<file path="src/rtl/pwr_mode_pkg.sv">
package pwr_mode_pkg;
  typedef enum logic [2:0] {
    ST_RUN, ST_SLEEP, ST_STOP, ST_WAKE, ST_STANDBY, ST_RST
  } pwr_state_e;

  localparam logic [1:0] MODE_RUN     = 2'd0;
  localparam logic [1:0] MODE_SLEEP   = 2'd1;
  localparam logic [1:0] MODE_STOP    = 2'd2;
  localparam logic [1:0] MODE_STANDBY = 2'd3;
endpackage

</file>
<file path="src/rtl/pwr_wake_qual.sv">
module pwr_wake_qual #(
  parameter int NIRQ = 8,
  parameter int NEVT = 4
) (
  input  logic            clk_i,
  input  logic            rst_ni,
  input  logic [NIRQ-1:0] irq_pend_i,
  input  logic [NIRQ-1:0] irq_en_i,
  input  logic [NEVT-1:0] evt_i,
  input  logic            sev_on_pend_i,
  input  logic            wkpin_en_i,
  input  logic            wkpin_i,
  input  logic            rtc_alarm_i,
  input  logic            ext_rst_i,
  input  logic            wdg_rst_i,
  input  logic            run_i,
  input  logic            latch_clr_i,
  output logic            irq_wake_o,
  output logic            evt_now_o,
  output logic            evt_hit_o,
  output logic            sb_wake_o
);
  logic [NIRQ-1:0] pend_q;
  logic            wk_q, rtc_q, evt_latch_q;

  always_ff @(posedge clk_i or negedge rst_ni) begin
    if (!rst_ni) begin
      pend_q <= '0;
      wk_q   <= 1'b0;
      rtc_q  <= 1'b0;
    end else begin
      pend_q <= irq_pend_i;
      wk_q   <= wkpin_i;
      rtc_q  <= rtc_alarm_i;
    end
  end

  // newly pended interrupts count as events only when enabled by sev_on_pend_i
  assign evt_now_o  = (|evt_i) | (sev_on_pend_i & |(irq_pend_i & ~pend_q));
  assign irq_wake_o = |(irq_pend_i & irq_en_i);
  assign sb_wake_o  = (wkpin_en_i & wkpin_i & ~wk_q) | (rtc_alarm_i & ~rtc_q)
                    | ext_rst_i | wdg_rst_i;

  always_ff @(posedge clk_i or negedge rst_ni) begin
    if (!rst_ni)                  evt_latch_q <= 1'b0;
    else if (latch_clr_i)         evt_latch_q <= 1'b0;
    else if (evt_now_o && run_i)  evt_latch_q <= 1'b1;
  end

  assign evt_hit_o = evt_latch_q | evt_now_o;
endmodule

</file>
<file path="src/rtl/pwr_start_timer.sv">
module pwr_start_timer #(
  parameter int MAIN_CYC = 4,
  parameter int LP_CYC   = 12
) (
  input  logic clk_i,
  input  logic rst_ni,
  input  logic load_i,
  input  logic lp_i,
  output logic done_o
);
  localparam int MAXC = (LP_CYC > MAIN_CYC) ? LP_CYC : MAIN_CYC;
  localparam int W    = $clog2(MAXC + 1);
  localparam logic [W-1:0] MAIN_CNT = W'(MAIN_CYC);
  localparam logic [W-1:0] LP_CNT   = W'(LP_CYC);

  logic [W-1:0] cnt_q;

  always_ff @(posedge clk_i or negedge rst_ni) begin
    if (!rst_ni)            cnt_q <= '0;
    else if (load_i)        cnt_q <= lp_i ? LP_CNT : MAIN_CNT;
    else if (cnt_q != '0)   cnt_q <= cnt_q - 1'b1;
  end

  assign done_o = (cnt_q == '0);
endmodule

</file>
<file path="src/rtl/pwr_mode_ctrl.sv">
module pwr_mode_ctrl
  import pwr_mode_pkg::*;
#(
  parameter int NIRQ     = 8,
  parameter int NEVT     = 4,
  parameter int MAIN_CYC = 4,
  parameter int LP_CYC   = 12
) (
  input  logic            clk_i,
  input  logic            rst_ni,
  input  logic            deep_sel_i,
  input  logic            pdown_sel_i,
  input  logic            lpreg_sel_i,
  input  logic            sleep_on_exit_i,
  input  logic            sev_on_pend_i,
  input  logic            wfi_req_i,
  input  logic            wfe_req_i,
  input  logic            exc_return_i,
  input  logic [NIRQ-1:0] irq_pend_i,
  input  logic [NIRQ-1:0] irq_en_i,
  input  logic [NEVT-1:0] evt_i,
  input  logic            wkpin_en_i,
  input  logic            wkpin_i,
  input  logic            rtc_alarm_i,
  input  logic            ext_rst_i,
  input  logic            wdg_rst_i,
  input  logic            flag_clr_i,
  output logic [1:0]      mode_o,
  output logic            cpu_clk_en_o,
  output logic            per_clk_en_o,
  output logic            osc_en_o,
  output logic            pll_en_o,
  output logic            lp_reg_o,
  output logic            core_pwr_en_o,
  output logic            core_rst_o,
  output logic            force_hsi_o,
  output logic            sb_flag_o
);
  pwr_state_e state_q, state_d;
  logic       wfe_kind_q, wfe_kind_d;
  logic       lp_q, flag_q, force_q;
  logic       irq_wake, evt_now, evt_hit, sb_wake, tmr_done, tmr_load;
  logic       run, latch_clr, wake;
  pwr_state_e deep_target;

  assign run       = (state_q == ST_RUN);
  assign latch_clr = run & wfe_req_i & ~wfi_req_i;

  pwr_wake_qual #(.NIRQ(NIRQ), .NEVT(NEVT)) u_qual (
    .clk_i, .rst_ni, .irq_pend_i, .irq_en_i, .evt_i, .sev_on_pend_i,
    .wkpin_en_i, .wkpin_i, .rtc_alarm_i, .ext_rst_i, .wdg_rst_i,
    .run_i(run), .latch_clr_i(latch_clr),
    .irq_wake_o(irq_wake), .evt_now_o(evt_now), .evt_hit_o(evt_hit),
    .sb_wake_o(sb_wake)
  );

  pwr_start_timer #(.MAIN_CYC(MAIN_CYC), .LP_CYC(LP_CYC)) u_tmr (
    .clk_i, .rst_ni, .load_i(tmr_load), .lp_i(lp_q), .done_o(tmr_done)
  );

  assign wake        = wfe_kind_q ? evt_now : irq_wake;
  assign deep_target = !deep_sel_i ? ST_SLEEP : (pdown_sel_i ? ST_STANDBY : ST_STOP);
  assign tmr_load    = (state_q == ST_STOP) & wake;

  always_comb begin
    state_d    = state_q;
    wfe_kind_d = wfe_kind_q;
    unique case (state_q)
      ST_RUN: begin
        if (wfi_req_i) begin
          state_d    = deep_target;
          wfe_kind_d = 1'b0;
        end else if (wfe_req_i) begin
          if (!evt_hit) begin
            state_d    = deep_target;
            wfe_kind_d = 1'b1;
          end
        end else if (exc_return_i && sleep_on_exit_i) begin
          state_d    = ST_SLEEP;
          wfe_kind_d = 1'b0;
        end
      end
      ST_SLEEP:   if (wake) state_d = ST_RUN;
      ST_STOP:    if (wake) state_d = ST_WAKE;
      ST_WAKE:    if (tmr_done) state_d = ST_RUN;
      ST_STANDBY: if (sb_wake) state_d = ST_RST;
      ST_RST:     state_d = ST_RUN;
      default:    state_d = ST_RUN;
    endcase
  end

  always_ff @(posedge clk_i or negedge rst_ni) begin
    if (!rst_ni) begin
      state_q    <= ST_RUN;
      wfe_kind_q <= 1'b0;
      lp_q       <= 1'b0;
      force_q    <= 1'b0;
    end else begin
      state_q    <= state_d;
      wfe_kind_q <= wfe_kind_d;
      if (run) lp_q <= lpreg_sel_i;
      force_q    <= (state_q == ST_WAKE) & tmr_done;
    end
  end

  always_ff @(posedge clk_i or negedge rst_ni) begin
    if (!rst_ni)                                   flag_q <= 1'b0;
    else if ((state_q == ST_STANDBY) && sb_wake)   flag_q <= 1'b1;
    else if (flag_clr_i)                           flag_q <= 1'b0;
  end

  always_comb begin
    unique case (state_q)
      ST_SLEEP:          mode_o = MODE_SLEEP;
      ST_STOP, ST_WAKE:  mode_o = MODE_STOP;
      ST_STANDBY, ST_RST: mode_o = MODE_STANDBY;
      default:           mode_o = MODE_RUN;
    endcase
  end

  assign cpu_clk_en_o  = run;
  assign per_clk_en_o  = run | (state_q == ST_SLEEP);
  assign osc_en_o      = run | (state_q == ST_SLEEP) | (state_q == ST_WAKE) | (state_q == ST_RST);
  assign pll_en_o      = run | (state_q == ST_SLEEP) | (state_q == ST_RST);
  assign lp_reg_o      = (state_q == ST_STOP) & lp_q;
  assign core_pwr_en_o = (state_q != ST_STANDBY);
  assign core_rst_o    = (state_q == ST_STANDBY) | (state_q == ST_RST);
  assign force_hsi_o   = force_q;
  assign sb_flag_o     = flag_q;

  a_r2_sleep_entry: assert property (@(posedge clk_i) disable iff (!rst_ni)
    (run && wfi_req_i && !deep_sel_i) |=> (mode_o == MODE_SLEEP && per_clk_en_o && !cpu_clk_en_o));

  a_r4_standby_power: assert property (@(posedge clk_i) disable iff (!rst_ni)
    (run && wfi_req_i && deep_sel_i && pdown_sel_i) |=> (!core_pwr_en_o && core_rst_o));

  a_r7_wfe_return: assert property (@(posedge clk_i) disable iff (!rst_ni)
    (run && wfe_req_i && !wfi_req_i && evt_hit) |=> cpu_clk_en_o);

  a_r8_hold_gate: assert property (@(posedge clk_i) disable iff (!rst_ni)
    (state_q == ST_WAKE && !tmr_done) |=> (!cpu_clk_en_o && !per_clk_en_o));

  a_r9_flag_set: assert property (@(posedge clk_i) disable iff (!rst_ni)
    (state_q == ST_STANDBY && sb_wake) |=> (sb_flag_o && core_pwr_en_o && core_rst_o));
endmodule

</file>
<file path="config.mk">
export PLATFORM = sky130hd
export DESIGN_NAME = pwr_mode_ctrl
export DESIGN_NICKNAME = d
export VERILOG_FILES = /design/src/rtl/pwr_mode_pkg.sv /design/src/rtl/pwr_wake_qual.sv /design/src/rtl/pwr_start_timer.sv /design/src/rtl/pwr_mode_ctrl.sv
export SDC_FILE = /design/constraint.sdc
export NUM_CORES = 1
export LEC_CHECK = 0
export BUFFER_PORTS_ARGS = -buffer_cell sky130_fd_sc_hd__buf_2
export CAP_MARGIN = 20
export CORE_ASPECT_RATIO = 1.2
export CORE_MARGIN = 2
export CORE_UTILIZATION = 35
export DETAILED_ROUTE_END_ITERATION = 7
export GPL_TIMING_DRIVEN = 0
export PLACE_DENSITY = 0.67
export SYNTH_ARGS = -nofsm -noshare
export SYNTH_HDL_FRONTEND = slang
export SYNTH_SLANG_ARGS = --single-unit
</file>
<file path="constraint.sdc">
create_clock -name clk_i -period 3.7 [get_ports clk_i]
set_input_delay 0.185 -clock clk_i [delete_from_list [all_inputs] [get_ports clk_i]]
set_output_delay 0.185 -clock clk_i [all_outputs]
set_load 0.1 [all_outputs]
</file>
==> run_results.csv <==
group,metric,value,unit
setup_path,r2r_slack,1.69,ns
synthesis,synthesis.area,1170,um2
synthesis,yosys_warnings,0,
drt,vias,1069,
placement,placed_cell_area,1450,um2
die,die_h,67.5,um
setup_path,crit_required,3.85,ns
final_layout,fin_area,1530,um2
grt,grt_antenna_before_repair,0,
setup_path,reg2reg_from,"u_tmr.cnt_q[0]",
final_layout,area_delta_synth_final,30.5,%
min_path,min_to,"u_qual.rtc_q",
synthesis,ys_seq_area_frac,0.469,
setup_path,slowest_delay,0.42,ns
timing,period_needed,2.01,ns
pwr,powerDensity,946,nW/um2
synthesis,synth_seq_cells,22,
timing,worst-slew-pin-transition,0.517,ns
timing,finalCritPeriodShare,0.542,
grt,overflow,0,
clock_network,post_cts_buffers,0,
timing,max_freq,498,MHz
setup_path,critPathLaunchType,"flip-flop",
timing,slew_headroom,0.656,
final_layout,num_antenna_cells,0,
final_layout,final_cells,213,
setup_path,cp_slowest_cell,"dfrtp_1",
setup_path,end_kind,"flip-flop",
timing,drv_slew,0,
setup_path,arrival,2.15,ns
clock_network,cts.clk_slew.worst_paths,0.08,ns
setup_path,worstPathMaxFanout,5,
timing,skew,0.00333,ns
placement,dpl.cell_count,208,
synthesis,synth.avg_cell_area,9.40,um2
drt,drt_wl_total,2.68,mm
pwr,vdd_drop_max,584,uV
synthesis,synth_flop_cell,"dfrtp_1",
final_layout,fin_nets,215,
timing,rsz0062_at_grt,"false",
clock_network,cts_made_buffers,3,
die,io_pins,47,
final_layout,reg_top3,"u_qual.pend_q x8, u_tmr.cnt_q x4, state_q x3",
grt,grtUsageTotal,0.153,
timing,finalSetupViolations,0,
grt,grt_start_max_net_pins,23,
die,num_rows,23,
grt,grt_first_pass_wirelength,4.52,mm
setup_path,cpLargestDelayFamily,"simple AND/OR/NAND/NOR gates",
clock_network,clock_latency,0.26,ns
setup_path,criticalPathCategory,"flip-flop to flip-flop",
clock_network,cts_htree_levels,1,
synthesis,synth-edff-count,0,
grt,grt_pass1_vias,1043,
clock_network,clk_path_buf_depth,2,
die,dieWidth,56.9,um
die,dieArea,3840,um2
clock_network,cts_tree,"done",
drt,drt_iter0_markers,20,
timing,tns,0,ns
run,drv_cap,0,
die,coreArea,3280,um2
min_path,hold_class,"input pin to flip-flop",
setup_path,rr_endpoint,"state_q[0]",
clock_network,cts-resized-gates,0,
die,start_util,0.358,
min_path,hold_path_depth,1,
drt,first_pass_iters,4,
min_path,hold_start,"rtc_alarm_i",
final_layout,utilization,0.467,
drt,routed_via_density,5.02,
synthesis,netlist_instances,125,
setup_path,cp_cell_sequence,"inv_1 > ha_1 > or3b_1 > buf_2 > nand3_1 > o31a_1 > o211a_1 > nand2_2 > mux2i_1",
outcome,status,"complete, no violations",
final_layout,final_layout_size_suffix_gt1_frac,0.341,
placement,detailed_place_hpwl,2.14,mm
clock_network,cts_root_buffer,"clkbuf_8",
placement,place_ws,1.69,ns
pwr,leakagePower,0.000779,uW
placement,io_buffers,46,
timing,fin_ws,1.69,ns
drt,ant_nets,0,
setup_path,worst-path-buf-inv,2,
timing,finalHoldViolations,0,
setup_path,ff2ff_path_depth,9,
drt,drcViolationCount,0,
synthesis,synth-async-reset-ratio,1.00,
clock_network,cts_sinks,22,
final_layout,nFillCells,306,
drt,wl_per_cell,12.6,um
synthesis,synthDistinctLibCells,48,
final_layout,largest_register_ffs,8,
final_layout,largest_register,"u_qual.pend_q",
synthesis,syn-num-nets,163,
placement,routabilityCongestion,0.854,
[worst max-delay path by stage]
stage / start / end / slack [ns] / depth (start not counted)
finish: u_tmr.cnt_q[0] / state_q[0] / 1.69 / 9
global route: u_tmr.cnt_q[0] / state_q[2] / 1.56 / 9
CTS: u_tmr.cnt_q[0] / state_q[0] / 1.69 / 9
detailed placement: u_tmr.cnt_q[0] / state_q[0] / 1.69 / 9
global placement: u_tmr.cnt_q[0] / state_q[1] / 1.78 / 9
floorplan: state_q[2] / mode_o[1] / 0.65 / 3
[placed cells by master (no fill, tap or decap), types with 2 or more instances in the layout]
| master | synthesis | final |
|---|---|---|
| o21ai_0 | 2 | 2 |
| nand2_1 | 7 | 7 |
| nand2b_1 | 3 | 3 |
| nor4_1 | 2 | 2 |
| dfrtp_1 | 22 | 22 |
| o21ai_1 | 2 | 2 |
| nor2_1 | 12 | 12 |
| a211oi_1 | 2 | 2 |
| inv_1 | 14 | 14 |
| clkbuf_8 | 0 | 3 |
| a21oi_1 | 5 | 5 |
| a22oi_1 | 4 | 4 |
| or2_1 | 2 | 2 |
| o22ai_1 | 5 | 5 |
| nor2b_1 | 3 | 3 |
| nor3_1 | 2 | 2 |
| ha_1 | 2 | 2 |
| nand3_1 | 3 | 3 |
| buf_2 | 3 | 49 |
[logic make-up (layout without fill, tap and decap cells)]
family                   Yosys count  after routing  share of synthesized area
flip-flops                        22             22                      0.469
adder cells (fa/ha/maj)            2              2                     0.0213
AO/OA/AOI/OAI                     32             32                      0.201
multiplexers                       2              2                     0.0181
buffers and inverters             20             71                     0.0671
AND/OR/NAND/NOR                   46             46                      0.216
XOR/XNOR                           1              1                    0.00746
[repair_timing]
item / 4_1_cts / 5_1_grt
endpoints found under the setup margin: 0 / 0
hold buffers: 1 / 0
endpoints found under the hold margin: 22 / 0
[synthesized netlist by cell type (3+ instances only)]
| cell type | count | share of area |
|---|---|---|
| buf_2 | 3 | 0.013 |
| nor2_1 | 12 | 0.038 |
| nand2b_1 | 3 | 0.016 |
| inv_1 | 14 | 0.045 |
| o22ai_1 | 5 | 0.027 |
| dfrtp_1 | 22 | 0.47 |
| a21oi_1 | 5 | 0.021 |
| a22oi_1 | 4 | 0.026 |
| nand3_1 | 3 | 0.013 |
| nor2b_1 | 3 | 0.016 |
| nand2_1 | 7 | 0.022 |
[layout make-up]
class	instances	area (um2)	share of cell area
plain buffers	4	18.8	0.0122
repair buffers	47	240	0.157
well taps	37	46.3	0.0302
multi-input cells	83	546	0.356
flip-flops and latches	22	551	0.359
clock buffers	3	41.3	0.0269
clock inverters	1	30.0	0.0196
inverters	16	60.1	0.0392
[worst register-to-register path, stage by stage (launching register included)]
cell     delay, ns
dfrtp_1       0.42
inv_1         0.10
ha_1          0.20
or3b_1        0.35
buf_2         0.16
nand3_1       0.08
o31a_1        0.16
o211a_1       0.21
nand2_2       0.08
mux2i_1       0.12
[per-layer routing]
metal | part of all wire | track usage | wire (um)
met1 | 0.39 | 0.169 | 1050
met2 | 0.56 | 0.284 | 1490
met3 | 0.028 | 0.0211 | 74
met4 | 0.024 | 0.0785 | 63
met5 | 0 | 0 | 0
[per-stage QoR]
step / hold slack (ns) / power [uW]
4_1_cts: 0.0253 / 1460
3_5_place_dp: 0.184 / 1230
6_report: 0.0330 / 1450
3_3_place_gp: 0.177 / 1210
5_1_grt: 0.0206 / 1530
2_1_floorplan: -0.111 / 1080
[where the power goes]
group / internal [uW] / switching, uW / total [uW]
clock network: 145 / 79.8 / 224
logic: 222 / 651 / 873
registers: 302 / 50.3 / 352
total: 669 / 781 / 1450
(Power assumes the default switching activity.)
